### config.mk
export PLATFORM = sky130hd
export DESIGN_NAME = serial_sort_net
export DESIGN_NICKNAME = d
export VERILOG_FILES = /design/src/rtl/serial_sort_pkg.sv /design/src/rtl/ss_cx_cell.sv /design/src/rtl/ss_layer.sv /design/src/rtl/serial_sort_net.sv
export SDC_FILE = /design/constraint.sdc
export NUM_CORES = 1
export LEC_CHECK = 0
export ABC_AREA = 1
export BUFFER_PORTS_ARGS = -buffer_cell sky130_fd_sc_hd__buf_2
export CAP_MARGIN = 20
export CORE_MARGIN = 2
export CORE_UTILIZATION = 50
export CTS_CLUSTER_SIZE = 12
export DETAILED_ROUTE_END_ITERATION = 16
export GPL_ROUTABILITY_DRIVEN = 0
export GPL_TIMING_DRIVEN = 1
export MAX_ROUTING_LAYER = met4
export PLACE_DENSITY = 0.67
export SYNTH_ARGS = -nofsm -noshare
export SYNTH_HDL_FRONTEND = slang
export SYNTH_HIERARCHICAL = 1
export SYNTH_SLANG_ARGS = --single-unit
export TNS_END_PERCENT = 1
### constraint.sdc
create_clock -name clk -period 2.65 [get_ports clk]
set_input_delay 0.53 -clock clk [delete_from_list [all_inputs] [get_ports clk]]
set_output_delay 0.53 -clock clk [all_outputs]
set_load 0.03 [all_outputs]
### src/rtl/serial_sort_pkg.sv
// Package: shared types and the functions that map a layer number onto the
// bitonic network geometry. Assumes the lane count is a power of two.
package serial_sort_pkg;

    // Routing of one compare-exchange cell.
    typedef enum logic {
        ROUTE_STRAIGHT = 1'b0,
        ROUTE_CROSS    = 1'b1
    } route_e;

    // Number of compare-exchange layers for 2**lg lanes.
    function automatic int num_layers(input int lg);
        return (lg * (lg + 1)) / 2;
    endfunction

    // Merge stage (block size 2**stage) that layer 'idx' belongs to.
    function automatic int layer_stage(input int lg, input int idx);
        int count;
        count = 0;
        for (int k = 1; k <= lg; k++) begin
            for (int j = k - 1; j >= 0; j--) begin
                if (count == idx) return k;
                count++;
            end
        end
        return lg;
    endfunction

    // Partner distance exponent (partner = lane ^ 2**sub) of layer 'idx'.
    function automatic int layer_sub(input int lg, input int idx);
        int count;
        count = 0;
        for (int k = 1; k <= lg; k++) begin
            for (int j = k - 1; j >= 0; j--) begin
                if (count == idx) return j;
                count++;
            end
        end
        return 0;
    endfunction

endpackage

### src/rtl/ss_cx_cell.sv
// Module: one bit-serial compare-exchange cell.
// Passes a bit pair straight or crossed, registered. The routing is decided
// at the first bit of a word where the two streams differ, and it is held
// until the next start flag. DESC=0 puts the smaller word on 'lo'; DESC=1
// puts the larger word there.
// Assumes: MSB first; 'start' is high on the first bit of a word.
module ss_cx_cell
    import serial_sort_pkg::*;
#(
    parameter bit DESC = 1'b0
) (
    input  logic clk,
    input  logic rst_n,
    input  logic start,
    input  logic a,
    input  logic b,
    output logic lo,
    output logic hi
);

    logic   decided_q;
    route_e route_q;
    logic   differ;
    logic   want_cross;
    logic   open_now;
    route_e route_now;

    // Decide this cycle's routing from the held state or from the bit pair.
    always_comb begin
        differ     = a ^ b;
        want_cross = differ & (a ^ DESC);
        open_now   = start | ~decided_q;
        if (open_now) begin
            route_now = want_cross ? ROUTE_CROSS : ROUTE_STRAIGHT;
        end else begin
            route_now = route_q;
        end
    end

    // Hold the decision once the streams have differed within a word.
    always_ff @(posedge clk) begin
        if (!rst_n) begin
            decided_q <= 1'b0;
            route_q   <= ROUTE_STRAIGHT;
        end else if (open_now) begin
            decided_q <= differ;
            route_q   <= route_now;
        end
    end

    // Register the routed bit pair.
    always_ff @(posedge clk) begin
        if (!rst_n) begin
            lo <= 1'b0;
            hi <= 1'b0;
        end else begin
            lo <= (route_now == ROUTE_CROSS) ? b : a;
            hi <= (route_now == ROUTE_CROSS) ? a : b;
        end
    end

endmodule

### src/rtl/ss_layer.sv
// Module: one layer of the bitonic network.
// It pairs lane i with lane i ^ 2**SUB. Pairs whose bit STAGE of the lower
// lane is set sort descending; all others sort ascending. It also delays the
// start flag by one register so that it stays level with the data.
// Assumes: N is a power of two, SUB < STAGE <= log2(N).
module ss_layer #(
    parameter int N     = 4,
    parameter int STAGE = 1,
    parameter int SUB   = 0
) (
    input  logic         clk,
    input  logic         rst_n,
    input  logic         flag_in,
    input  logic [N-1:0] d_in,
    output logic         flag_out,
    output logic [N-1:0] d_out
);

    localparam int DIST = 1 << SUB;

    // Carry the start flag one stage forward.
    always_ff @(posedge clk) begin
        if (!rst_n) flag_out <= 1'b0;
        else        flag_out <= flag_in;
    end

    for (genvar i = 0; i < N; i++) begin : g_lane
        if (((i >> SUB) & 1) == 0) begin : g_cell
            localparam bit DIR_DESC = (((i >> STAGE) & 1) == 1);
            ss_cx_cell #(
                .DESC (DIR_DESC)
            ) u_cell (
                .clk   (clk),
                .rst_n (rst_n),
                .start (flag_in),
                .a     (d_in[i]),
                .b     (d_in[i + DIST]),
                .lo    (d_out[i]),
                .hi    (d_out[i + DIST])
            );
        end
    end

endmodule

### src/rtl/serial_sort_net.sv
// Module: bit-serial bitonic sorting network over N lanes (top).
// It chains num_layers(log2 N) layers. The latency from input to output is
// one clock per layer, for the data and the start flag alike. Lane 0 of the
// output carries the smallest word.
// Assumes: N is a power of two >= 2; the words are unsigned and sent MSB first.
module serial_sort_net
    import serial_sort_pkg::*;
#(
    parameter int N = 4
) (
    input  logic         clk,
    input  logic         rst_n,
    input  logic [N-1:0] serial_in,
    input  logic         word_start,
    output logic [N-1:0] serial_out,
    output logic         out_word_start
);

    localparam int LG     = $clog2(N);
    localparam int LAYERS = num_layers(LG);

    logic [N-1:0] chain_d [0:LAYERS];
    logic         chain_f [0:LAYERS];

    // Feed the chain from the ports.
    always_comb begin
        chain_d[0] = serial_in;
        chain_f[0] = word_start;
    end

    for (genvar l = 0; l < LAYERS; l++) begin : g_layer
        localparam int STG = layer_stage(LG, l);
        localparam int SB  = layer_sub(LG, l);
        ss_layer #(
            .N     (N),
            .STAGE (STG),
            .SUB   (SB)
        ) u_layer (
            .clk      (clk),
            .rst_n    (rst_n),
            .flag_in  (chain_f[l]),
            .d_in     (chain_d[l]),
            .flag_out (chain_f[l+1]),
            .d_out    (chain_d[l+1])
        );
    end

    // Drive the ports from the last layer.
    always_comb begin
        serial_out     = chain_d[LAYERS];
        out_word_start = chain_f[LAYERS];
    end

endmodule

==> results.txt <==
Highest metal used = met4
Initial antenna violation count = 0
Starting Density = 53.61%
Critical Path RT = 2.12 ns
TritonCTS clock tree = done
Post-Syn Area = 0.001209 mm^2
Top post-synthesis cells by area = dfxtp_1 45%, inv_1 12%, nand3_1 9.9%
Crit path cell chain = buf_2
Post-route insts no fill = 214
PostCTS Resize Cnt = 0
WL final = 2.081 mm
Share of layout cells above drive strength 1 = 13.98%
Most frequent cells in the layout = 39 x inv_1, 27 x nand2_1, 27 x dfxtp_1, 24 x nand3_1, 24 x nor2_1
Wire length on met2 = 1.078 mm
Insertion delay to the later sink of the worst-skew pair = 0.32 ns
Fin worst setup slack = 1.264 ns
Number of global-route vias before repair = 969
Highest-delay cell along the critical path = dfxtp_1
Post-synthesis sequential area ratio = 44.72%
I/O Buffers = 11
Combinational share of power = 20.1%
Slowest Stage Delay on Critical Path = 0.34 ns
Initial DRC Count = 16
M1 WL = 899 um
Num CTS Buffers = 3
Post-synth top area cell = dfxtp_1
Synth top area share = 44.72%
Unique masters post-synth = 8
Clock buffer depth = 2
RSZ-0062 raised after global routing = no
Buf+Inv Stages, Crit Path = 1
Most common cell after layout, fill and taps aside = inv_1
Mapped Avg Cell Area = 7.068 um^2
Min-Delay Path Class = input port to flop
Fin. max-slew vios = 0
Final Critical Period = 1.386 ns
Final net count = 200
Core ar. = 0.002255 mm^2
Hold-fix buffers, CTS = 0
Fin util = 58.77%
Worst-path clk slew = 0.13 ns
Final Hold Vio Count = 0
H-tree level count = 1
Dpl hpwl = 1.563 mm
Worst VDD drop = 374.0 uV
ANT cells = 0
Placement Setup Slack = 1.348 ns
Routed wl met3 = 72 um
Placed cells = 210
Setup bufs post-CTS = 0
Worst-path fanout max = 1
Largest net degree at the start of global routing = 22
Int Power = 0.5606 mW
Post-route antenna net violation count = 0
Via/cell ratio = 4.766
Num rows = 17
Setup TNS = 0 ns
Critical Path AT = 0.86 ns
Max-Cap Viols = 0
Die area = 0.002827 mm^2
Flop pwr share = 58.0%
First-pass GRT wire length = 3.539 mm
Yosys warnings = 6
Flop and latch count out of synthesis = 27
Fillcell total = 221
Tot Pwr = 0.8005 mW
Vias = 1020
Period utilization = 52.30%
Clock share of power = 21.9%
Sw Share = 29.97%
CP Class = flop to output pin
Startpoint Class = flop
GRT overflow = 0
# DRC = 0
Mapped Nets = 184
WL/cell = 9.724 um
DIE HEIGHT = 53.17 um
Final setup fails = 0
Total Routing Usage GR = 17.57%
Placed instance area = 0.001299 mm^2
Area Growth Syn to Fin = 9.627%
Die Wd = 53.17 um
CP endpoint kind = output pin
Max Clock Skew = 0.002407 ns
Mapped Cells = 171
Hold WS = 0.4023 ns
PD cells = 604.2 mW/mm^2
Run status = finished clean
Max transition margin = 75.57%
Least-Margin Pin Slew = 0.3664 ns
TritonCTS Sinks = 27
Delay-heaviest family, CP = flip-flops
Psw = 0.2399 mW
Clk root buf = clkbuf_4
Max frequency = 721.6 MHz
DRT Pass-1 Iters = 5
Final Cell Area = 0.001325 mm^2
Leak pwr = 0.6944 nW
Top Ports = 12
==> area by class of cell <==
class / instances / area (um^2) / share of cell area, %
timing repair buffer: 11 / 55.05 / 4.155
inverter: 39 / 146.4 / 11.05
multi-input combinational: 105 / 521.8 / 39.38
clock buffer: 4 / 26.28 / 1.983
tap: 28 / 35.03 / 2.644
sequential: 27 / 540.5 / 40.79
==> power groups by stage <==
stage	Sequential (mW)	Combinational, mW	Clock [mW]
6_report	0.464	0.161	0.175
4_1_cts	0.464	0.160	0.179
3_5_place_dp	0.473	0.160	0
2_1_floorplan	0.484	0.108	0
3_3_place_gp	0.471	0.154	0
5_1_grt	0.470	0.187	0.195
==> cells in the mapped netlist <==
cell type / n
ha_1: 6
nand2_2: 12
nand3_1: 24
dfxtp_1: 27
nor2_1: 24
nand2_1: 27
inv_1: 39
a21oi_1: 12
==> state kept, by name, summed over array words and instances (netlist names) <==
register	flops
g_layer.u_layer/g_lane.g_cell.u_cell/lo	6
g_layer.u_layer/g_lane.g_cell.u_cell/route_q	6
g_layer.u_layer/g_lane.g_cell.u_cell/decided_q	6
g_layer.u_layer/flag_out	3
g_layer.u_layer/g_lane.g_cell.u_cell/hi	6
==> per-layer routing <==
| metal | track usage [%] | vias up |
|---|---|---|
| li1 | - | 551 |
| met1 | 16.99 | 449 |
| met2 | 34.17 | 16 |
| met3 | 2.542 | 4 |
| met4 | 7.692 | 0 |
| met5 | - | - |
==> logic make-up (layout without fill, tap and decap cells) <==
family,Yosys count,in the layout,synth area share [%]
adders and majority gates,6,6,6.211
AOI/OAI and AO/OA,12,12,4.969
and+or+nand+nor,87,87,31.99
buffers and inverters,39,54,12.11
DFF,27,27,44.72
==> path summary, 6_finish.rpt <==
path / slack, ns / depth (start not counted) / startpoint / to
max: 1.26 / 1 / g_layer[2].u_layer/g_lane[2].g_cell.u_cell/hi$_SDFF_PN0_ / serial_out[3]
min reg2reg: 0.45 / 2 / g_layer[1].u_layer/flag_out$_SDFF_PN0_ / g_layer[2].u_layer/flag_out$_SDFF_PN0_
min: 0.40 / 3 / word_start / g_layer[0].u_layer/flag_out$_SDFF_PN0_
max reg2reg: 1.60 / 7 / g_layer[0].u_layer/g_lane[2].g_cell.u_cell/lo$_SDFF_PN0_ / g_layer[1].u_layer/g_lane[0].g_cell.u_cell/lo$_SDFF_PN0_
(Power assumes the default switching activity.)
